`src/rtl/rtc_irq_pkg.sv`:
```
package rtc_irq_pkg;

  typedef struct packed {
    logic hold;      // bit 7: stored, no effect here
    logic swap;      // bit 6: 1 = alarm->INTP, watchdog->INTB
    logic intb_hi;   // bit 5: INTB polarity when asserted
    logic pulse;     // bit 4: 1 = timed pulse, 0 = level
    logic wd_mask;   // bit 3
    logic tod_mask;  // bit 2
    logic wd_flag;   // bit 1
    logic tod_flag;  // bit 0
  } cmd_t;

  localparam logic [7:0] CMD_RESET = 8'h0C;

  // Alarm setting registers whose access clears the alarm flag.
  function automatic logic tod_alarm_hit(input int unsigned a);
    return (a == 3) || (a == 5) || (a == 7);
  endfunction

  function automatic logic countdown_hit(input int unsigned a,
                                         input int unsigned lo,
                                         input int unsigned hi);
    return (a == lo) || (a == hi);
  endfunction

  // Index 0 = INTP, index 1 = INTB.
  function automatic logic [1:0] route(input logic swap,
                                       input logic tod,
                                       input logic wd);
    return swap ? {wd, tod} : {tod, wd};
  endfunction

  // Value a pin drives when asserted.
  function automatic logic drive_value(input logic sink_only,
                                       input logic high);
    return sink_only ? 1'b0 : high;
  endfunction

endpackage

```
`src/rtl/rtc_irq_cmdreg.sv`:
```
module rtc_irq_cmdreg
  import rtc_irq_pkg::*;
#(
  parameter int ADDR_W   = 4,
  parameter int CMD_ADDR = 11,
  parameter int CNT_LO   = 12,
  parameter int CNT_HI   = 13
) (
  input  logic              clk,
  input  logic              rst_n,
  input  logic              bus_sel,
  input  logic              bus_wr,
  input  logic [ADDR_W-1:0] bus_addr,
  input  logic [7:0]        bus_wdata,
  input  logic              tod_evt,
  input  logic              wd_evt,
  output cmd_t              cmd,
  output logic              tod_clr,
  output logic              wd_clr,
  output logic              cmd_wr
);

  int unsigned addr_u;
  cmd_t        wr_view;

  always_comb begin
    addr_u  = 32'(bus_addr);
    cmd_wr  = bus_sel && bus_wr && (addr_u == 32'(CMD_ADDR));
    tod_clr = bus_sel && tod_alarm_hit(addr_u);
    wd_clr  = bus_sel && countdown_hit(addr_u, 32'(CNT_LO), 32'(CNT_HI));
    wr_view = cmd_t'(bus_wdata);
  end

  // Control bits 7..2
  always_ff @(posedge clk or negedge rst_n) begin
    if (!rst_n) begin
      cmd.hold     <= CMD_RESET[7];
      cmd.swap     <= CMD_RESET[6];
      cmd.intb_hi  <= CMD_RESET[5];
      cmd.pulse    <= CMD_RESET[4];
      cmd.wd_mask  <= CMD_RESET[3];
      cmd.tod_mask <= CMD_RESET[2];
    end else if (cmd_wr) begin
      cmd.hold     <= wr_view.hold;
      cmd.swap     <= wr_view.swap;
      cmd.intb_hi  <= wr_view.intb_hi;
      cmd.pulse    <= wr_view.pulse;
      cmd.wd_mask  <= wr_view.wd_mask;
      cmd.tod_mask <= wr_view.tod_mask;
    end
  end

  // Sticky flags: set wins over a clearing access in the same cycle.
  always_ff @(posedge clk or negedge rst_n) begin
    if (!rst_n) begin
      cmd.tod_flag <= 1'b0;
      cmd.wd_flag  <= 1'b0;
    end else begin
      if (tod_evt)      cmd.tod_flag <= 1'b1;
      else if (tod_clr) cmd.tod_flag <= 1'b0;
      if (wd_evt)       cmd.wd_flag  <= 1'b1;
      else if (wd_clr)  cmd.wd_flag  <= 1'b0;
    end
  end

  p_tod_set_r3: assert property (@(posedge clk) disable iff (!rst_n)
    tod_evt |=> cmd.tod_flag);
  p_wd_set_r3: assert property (@(posedge clk) disable iff (!rst_n)
    wd_evt |=> cmd.wd_flag);
  p_tod_clear_r4: assert property (@(posedge clk) disable iff (!rst_n)
    (tod_clr && !tod_evt) |=> !cmd.tod_flag);
  p_wd_clear_r5: assert property (@(posedge clk) disable iff (!rst_n)
    (wd_clr && !wd_evt) |=> !cmd.wd_flag);
  p_flags_kept_r2: assert property (@(posedge clk) disable iff (!rst_n)
    (cmd_wr && !tod_evt && !wd_evt && !tod_clr && !wd_clr)
      |=> $stable({cmd.wd_flag, cmd.tod_flag}));

endmodule

```
`src/rtl/rtc_irq_pin.sv`:
```
module rtc_irq_pin
  import rtc_irq_pkg::*;
#(
  parameter int PULSE_TICKS = 16,
  parameter bit SINK_ONLY   = 1'b0
) (
  input  logic clk,
  input  logic rst_n,
  input  logic pulse_mode,
  input  logic active_high,
  input  logic trig,
  input  logic lvl,
  output logic pin_out,
  output logic pin_oe,
  output logic pulse_busy
);

  localparam int CNT_W = $clog2(PULSE_TICKS + 1);
  localparam logic [CNT_W-1:0] LOAD = CNT_W'(PULSE_TICKS);

  logic [CNT_W-1:0] cnt;

  always_ff @(posedge clk or negedge rst_n) begin
    if (!rst_n)                cnt <= '0;
    else if (!pulse_mode)      cnt <= '0;
    else if (trig)             cnt <= LOAD;
    else if (cnt != '0)        cnt <= cnt - 1'b1;
  end

  always_comb begin
    pulse_busy = (cnt != '0);
    pin_oe     = pulse_mode ? pulse_busy : lvl;
    pin_out    = pin_oe && drive_value(SINK_ONLY, active_high);
  end

  p_pulse_start_r9: assert property (@(posedge clk) disable iff (!rst_n)
    (pulse_mode && trig) |=> (pin_oe || !pulse_mode));
  p_idle_low_r10: assert property (@(posedge clk) disable iff (!rst_n)
    !pin_oe |-> !pin_out);

  if (SINK_ONLY) begin : g_sink
    p_never_high_r10: assert property (@(posedge clk) disable iff (!rst_n)
      !pin_out);
  end

endmodule

```
`src/rtl/rtc_irq_ctrl.sv`:
```
module rtc_irq_ctrl
  import rtc_irq_pkg::*;
#(
  parameter int ADDR_W      = 4,
  parameter int CMD_ADDR    = 11,
  parameter int CNT_LO      = 12,
  parameter int CNT_HI      = 13,
  parameter int PULSE_TICKS = 16
) (
  input  logic              clk,
  input  logic              rst_n,
  input  logic              bus_sel,
  input  logic              bus_wr,
  input  logic [ADDR_W-1:0] bus_addr,
  input  logic [7:0]        bus_wdata,
  output logic [7:0]        bus_rdata,
  input  logic              tod_evt,
  input  logic              wd_evt,
  output logic              intp_out,
  output logic              intp_oe,
  output logic              intb_out,
  output logic              intb_oe
);

  localparam int NPINS = 2;

  cmd_t cmd;
  logic tod_clr, wd_clr, cmd_wr;
  logic tod_lvl, wd_lvl, tod_trig, wd_trig;
  logic [NPINS-1:0] pin_lvl, pin_trig, pin_hi, pin_out_w, pin_oe_w, pin_busy;

  rtc_irq_cmdreg #(
    .ADDR_W(ADDR_W), .CMD_ADDR(CMD_ADDR), .CNT_LO(CNT_LO), .CNT_HI(CNT_HI)
  ) i_cmdreg (
    .clk(clk), .rst_n(rst_n), .bus_sel(bus_sel), .bus_wr(bus_wr),
    .bus_addr(bus_addr), .bus_wdata(bus_wdata), .tod_evt(tod_evt),
    .wd_evt(wd_evt), .cmd(cmd), .tod_clr(tod_clr), .wd_clr(wd_clr),
    .cmd_wr(cmd_wr)
  );

  always_comb begin
    tod_lvl   = cmd.tod_flag && !cmd.tod_mask;
    wd_lvl    = cmd.wd_flag  && !cmd.wd_mask;
    tod_trig  = tod_evt && !cmd.tod_mask;
    wd_trig   = wd_evt  && !cmd.wd_mask;
    pin_lvl   = route(cmd.swap, tod_lvl, wd_lvl);
    pin_trig  = route(cmd.swap, tod_trig, wd_trig);
    pin_hi    = {cmd.intb_hi, 1'b0};
    bus_rdata = (32'(bus_addr) == 32'(CMD_ADDR)) ? cmd : 8'h00;
  end

  for (genvar g = 0; g < NPINS; g++) begin : g_pin
    rtc_irq_pin #(
      .PULSE_TICKS(PULSE_TICKS), .SINK_ONLY(g == 0)
    ) i_pin (
      .clk(clk), .rst_n(rst_n), .pulse_mode(cmd.pulse),
      .active_high(pin_hi[g]), .trig(pin_trig[g]), .lvl(pin_lvl[g]),
      .pin_out(pin_out_w[g]), .pin_oe(pin_oe_w[g]), .pulse_busy(pin_busy[g])
    );
  end

  assign intp_out = pin_out_w[0];
  assign intp_oe  = pin_oe_w[0];
  assign intb_out = pin_out_w[1];
  assign intb_oe  = pin_oe_w[1];

  p_level_tod_r8: assert property (@(posedge clk) disable iff (!rst_n)
    (!cmd.pulse && cmd.tod_flag && !cmd.tod_mask)
      |-> (cmd.swap ? intp_oe : intb_oe));
  p_level_wd_r6: assert property (@(posedge clk) disable iff (!rst_n)
    (!cmd.pulse && cmd.wd_flag && !cmd.wd_mask)
      |-> (cmd.swap ? intb_oe : intp_oe));
  p_masked_quiet_r7: assert property (@(posedge clk) disable iff (!rst_n)
    (!cmd.pulse && cmd.tod_mask && cmd.wd_mask) |-> (!intp_oe && !intb_oe));
  p_intb_polarity_r10: assert property (@(posedge clk) disable iff (!rst_n)
    intb_oe |-> (intb_out == cmd.intb_hi));

endmodule

```
`config.mk`:
```
export PLATFORM = sky130hd
export DESIGN_NAME = rtc_irq_ctrl
export DESIGN_NICKNAME = d
export VERILOG_FILES = /design/src/rtl/rtc_irq_pkg.sv /design/src/rtl/rtc_irq_cmdreg.sv /design/src/rtl/rtc_irq_pin.sv /design/src/rtl/rtc_irq_ctrl.sv
export SDC_FILE = /design/constraint.sdc
export NUM_CORES = 1
export LEC_CHECK = 0
export BUFFER_PORTS_ARGS = -buffer_cell sky130_fd_sc_hd__buf_2
export CAP_MARGIN = 0
export CORE_ASPECT_RATIO = 0.8
export CORE_UTILIZATION = 35
export DETAILED_ROUTE_END_ITERATION = 8
export SKIP_CTS_REPAIR_TIMING = 1
export SLEW_MARGIN = 20
export SYNTH_ARGS = -nofsm -noshare
export SYNTH_HDL_FRONTEND = slang
export SYNTH_HIERARCHICAL = 1
export SYNTH_SLANG_ARGS = --single-unit
```
`constraint.sdc`:
```
create_clock -name clk -period 4.7 [get_ports clk]
set_clock_uncertainty 0.2 [all_clocks]
set_input_delay 0.94 -clock clk [delete_from_list [all_inputs] [get_ports clk]]
set_output_delay 0.94 -clock clk [all_outputs]
set_load 0.005 [all_outputs]
```
# Word level (Yosys, flattened, before mapping)

Cells that the tools add are included.

Register bits: 18
Input port bits: 18
Output and inout port bits: 12
Word-level logic and storage cells: 53

$add $sub $neg: 2
Eq/ne operators: 8
Muxes and demuxes: 15
Reductions and logical operators: 18

Operators by type and width:

| kind                  | number |
|---|---|
| $mux W5               | 6 |
| $eq A4 B4 Y1 const B  | 3 |
| $reduce_bool A5 Y1    | 2 |
| $sub A5 B1 Y5 const B | 2 |
| $logic_and A1 B1 Y1   | 9 |
| $eq A4 B3 Y1 const B  | 2 |
| $mux W8               | 1 |
| $mux W1               | 6 |
| $ne A3 B2 Y1 const B  | 2 |
| $eq A4 B2 Y1 const B  | 1 |
| $mux W2               | 2 |
| $reduce_bool A2 Y1    | 2 |
| $logic_or A1 B1 Y1    | 3 |
| $logic_not A1 Y1      | 2 |

# Logic depth before layout (Yosys ltp)

Word-level depth: 6
Depth in mapped cells: 6
Depth with buffers taken out: 5

# Hierarchy

Netlist, hierarchy kept.

Modules (own cells, without submodules):

| module                        | times used | cells an instance | area an instance (um2) | sequential area each (um2) |
|---|---|---|---|---|
| rtc_irq_cmdreg                | 1          | 25                | 385.4                  | 202.7 |
| rtc_irq_pin at g_pin[0].i_pin | 1          | 29                | 290.3                  | 125.1 |
| rtc_irq_pin at g_pin[1].i_pin | 1          | 28                | 282.8                  | 125.1 |
| rtc_irq_ctrl                  | 1          | 19                | 145.1                  | 0.0 |

# Worst setup path before layout

No wires, ideal clock.

Path type: flip-flop to output port
Start point: register g_pin[1].i_pin.cnt[0]
End point: output intb_out
Data arrival time: 1.616 ns
Data required time: 3.560 ns
Path slack: 1.944 ns
Stages on the path, launching flop included: 7
Path buffers: 1
Cells stage by stage: dfrtp_1 -> inv_1 -> ha_1 -> or4b_1 -> buf_2 -> mux2_4 -> and2_4

Cells in the longest elaborated chain, start to end: 3

RTL lines:

| item                   | RTL line           | source |
|---|---|---|
| from (decl)            | rtc_irq_pin.sv:21  | `logic [CNT_W-1:0] cnt;` |
| from (signal assigned) | rtc_irq_pin.sv:27  | `else if (cnt != '0) cnt <= cnt - 1'b1;` |
| $reduce_bool A5 Y1     | rtc_irq_pin.sv:31  | `pulse_busy = (cnt != '0);` |
| named net pin_busy[1]  | rtc_irq_ctrl.sv:30 | `logic [NPINS-1:0] pin_lvl, pin_trig, pin_hi, pin_out_w, pin_oe_w, pin_busy;` |
| $mux W1                | rtc_irq_pin.sv:32  | `pin_oe = pulse_mode ? pulse_busy : lvl;` |
| named net intb_oe      | rtc_irq_ctrl.sv:22 | `output logic intb_oe` |
| $logic_and A1 B1 Y1    | rtc_irq_pin.sv:33  | `pin_out = pin_oe && drive_value(SINK_ONLY, active_high);` |
| to (decl)              | rtc_irq_ctrl.sv:21 | `output logic intb_out,` |

The timed path passes the listed nets, and every way through them passes these cells.

# Worst setup path in the final report

Start point: register g_pin[1].i_pin.cnt[0]
End point: output intb_out

Cells in the longest elaborated chain, start to end: 3

RTL lines:

| item                  | RTL line |
|---|---|
| $reduce_bool A5 Y1    | rtc_irq_pin.sv:31 |
| named net pin_busy[1] | rtc_irq_ctrl.sv:30 |
| $mux W1               | rtc_irq_pin.sv:32 |
| $logic_and A1 B1 Y1   | rtc_irq_pin.sv:33 |

The timed path passes the listed nets, and every way through them passes these cells.

==> run_results.csv <==
group,metric,value,unit
route,viasPerCell,4.77,
sta,rsz0062_at_grt,"no",
route,wl_per_cell,12.1,um
clocking,clock_latency,0.25,ns
global_route,antenna_found_initial,0,
route,dr.pass1.iters,4,
sta,finalCritPeriodShare,0.689,
floorplan,chipHeight,52.1,um
critical_path,end_kind,"output port",
floorplan,start_util,0.383,
critical_path,critical_path_class,"reg -> out",
pwr,p_leak,0.652,nW
logic_synthesis,syn_avg_cell_area,11.0,um2
global_route,grt_overflow,0,
global_route,grt_pass1_vias,810,
floorplan,die_w,64.7,um
sta,max_freq,0.309,GHz
place,place.gp.congestion,0.705,
place,io_buffers,26,
final_layout,num-nets-final,147,
global_route,track_usage,0.146,
logic_synthesis,synth_warnings,6,
global_route,grt_max_degree,19,
critical_path,path_max_fanout,5,
route,wl,1980,um
clocking,tritoncts,"done",
clocking,clk_pin_slew,0.07,ns
clocking,cts.sink_count,18,
outcome,status,"completed",
place,dp_hpwl,1550,um
place,dpl_cell_area,1250,um2
sta,finalHoldViolations,0,
critical_path,slowest_stage,"or4b_1",
final_layout,design_area,1300,um2
final_layout,nFillCells,300,
sta,setup_viol,0,
sta,final.setup.worst_slack,1.46,ns
critical_path,r2r_slack,2.88,ns
sta,finalCriticalPeriod,3.24,ns
critical_path,crit_arrival,2.10,ns
final_layout,drive_gt1_frac,0.421,
floorplan,die-area,3370,um2
critical_path,required,3.56,ns
final_layout,syn2layout_area_growth,18.2,%
critical_path,cp-start-kind,"register",
pwr,power,0.000483,W
final_layout,antenna_cells,0,
logic_synthesis,syn-cell-area,1100,um2
floorplan,fp.coreArea,2870,um2
hold_path,hp-class,"reg -> reg",
pwr,powerDensity,372,nW/um2
logic_synthesis,syn_nets,120,
global_route,grt_first_pass_wirelength,3600,um
clocking,cts_root_buf,"clkbuf_8",
route,first_iter_violations,19,
floorplan,ios,30,
critical_path,critPathTopFamily,"simple AND/OR/NAND/NOR gates",
critical_path,critical_path_buf_inv_count,2,
route,vias,783,
sta,slew_violations,0,
run,max_cap_viol_count,0,
critical_path,path_cells,"inv_1, ha_1, or4b_1, mux2_4, and2_4, buf_2",
route,remaining_drc_errors,0,
clocking,htree_levels,1,
place,post-place-ws,1.72,ns
floorplan,rows,17,
route,drtAntennaViolNets,0,
sta,tns,0,ns
clocking,clockBufferDepth,2,
critical_path,max_stage_delay,0.57,ns
clocking,cts_made_buffers,3,
logic_synthesis,synthCells,100,
pwr,vdd_drop_max,0.000171,V
-- through the flow --
stage	utilization	cells	hold WS, ns
after detailed placement	0.437	160	0.302
after floorplan	-	100	0.273
after global placement	0.437	160	0.287
final	0.453	164	0.319
after CTS	0.453	164	0.320
after global routing	0.453	164	0.346
-- state kept, by name, summed over array words and instances (netlist names) --
name / cells
g_pin.i_pin/cnt: 10
i_cmdreg/cmd: 8
-- worst register-to-register path: stages, from the launching register on --
cell	delay [ns]
dfrtp_1	0.41
inv_1	0.07
ha_1	0.22
or4b_1	0.57
a211oi_1	0.27
-- power breakdown --
part	internal [W]	leakage (nW)	switching, W	total (W)
Combinational	0.0000935	0.401	0.0000777	0.000171
Clock	0.0000601	0.0228	0.0000488	0.000109
Sequential	0.000180	0.228	0.0000234	0.000203
-- final timing paths --
check,from,to,cells past startpoint
max,g_pin[1].i_pin/cnt[0],intb_out,6
min,i_cmdreg/cmd[7],i_cmdreg/cmd[7],1
max reg2reg,g_pin[1].i_pin/cnt[0],g_pin[1].i_pin/cnt[1],4
min reg2reg,i_cmdreg/cmd[7],i_cmdreg/cmd[7],1
max in group asynchronous,rst_n,i_cmdreg/cmd[2],1
min in group asynchronous,rst_n,g_pin[1].i_pin/cnt[2],1
-- cell type report --
cell class,instances,area [um2],area share
Clock buffer,4,45.0,0.0346
Multi-Input combinational cell,72,602,0.463
Inverter,6,22.5,0.0173
Tap cell,38,47.5,0.0366
Sequential cell,18,453,0.348
Timing Repair Buffer,26,130,0.100
-- layout by cell type, fill, tap and decap left out, types with 2 or more instances in the layout --
| cell type | count |
|---|---|
| a21boi_0 | 2 |
| a21oi_1 | 4 |
| and2_2 | 8 |
| buf_2 | 26 |
| clkbuf_8 | 3 |
| dfrtp_1 | 16 |
| dfstp_2 | 2 |
| ha_1 | 2 |
| inv_1 | 6 |
| mux2_4 | 8 |
| mux2i_1 | 4 |
| nand2b_1 | 10 |
| nand3b_1 | 4 |
| nor2_1 | 7 |
| nor3_1 | 3 |
| o21a_1 | 2 |
| o21bai_1 | 2 |
| or2b_1 | 2 |
| or4b_1 | 2 |
| xnor2_1 | 2 |
-- routing by layer --
metal | vias up | GRT usage | routed length [um]
met5 | - | 0 | 0
met2 | 15 | 0.251 | 1030
met4 | 0 | 0.0444 | 7
li1 | 388 | - | -
met1 | 378 | 0.172 | 853
met3 | 2 | 0.0526 | 90
Power figures use the tool's default switching activity.
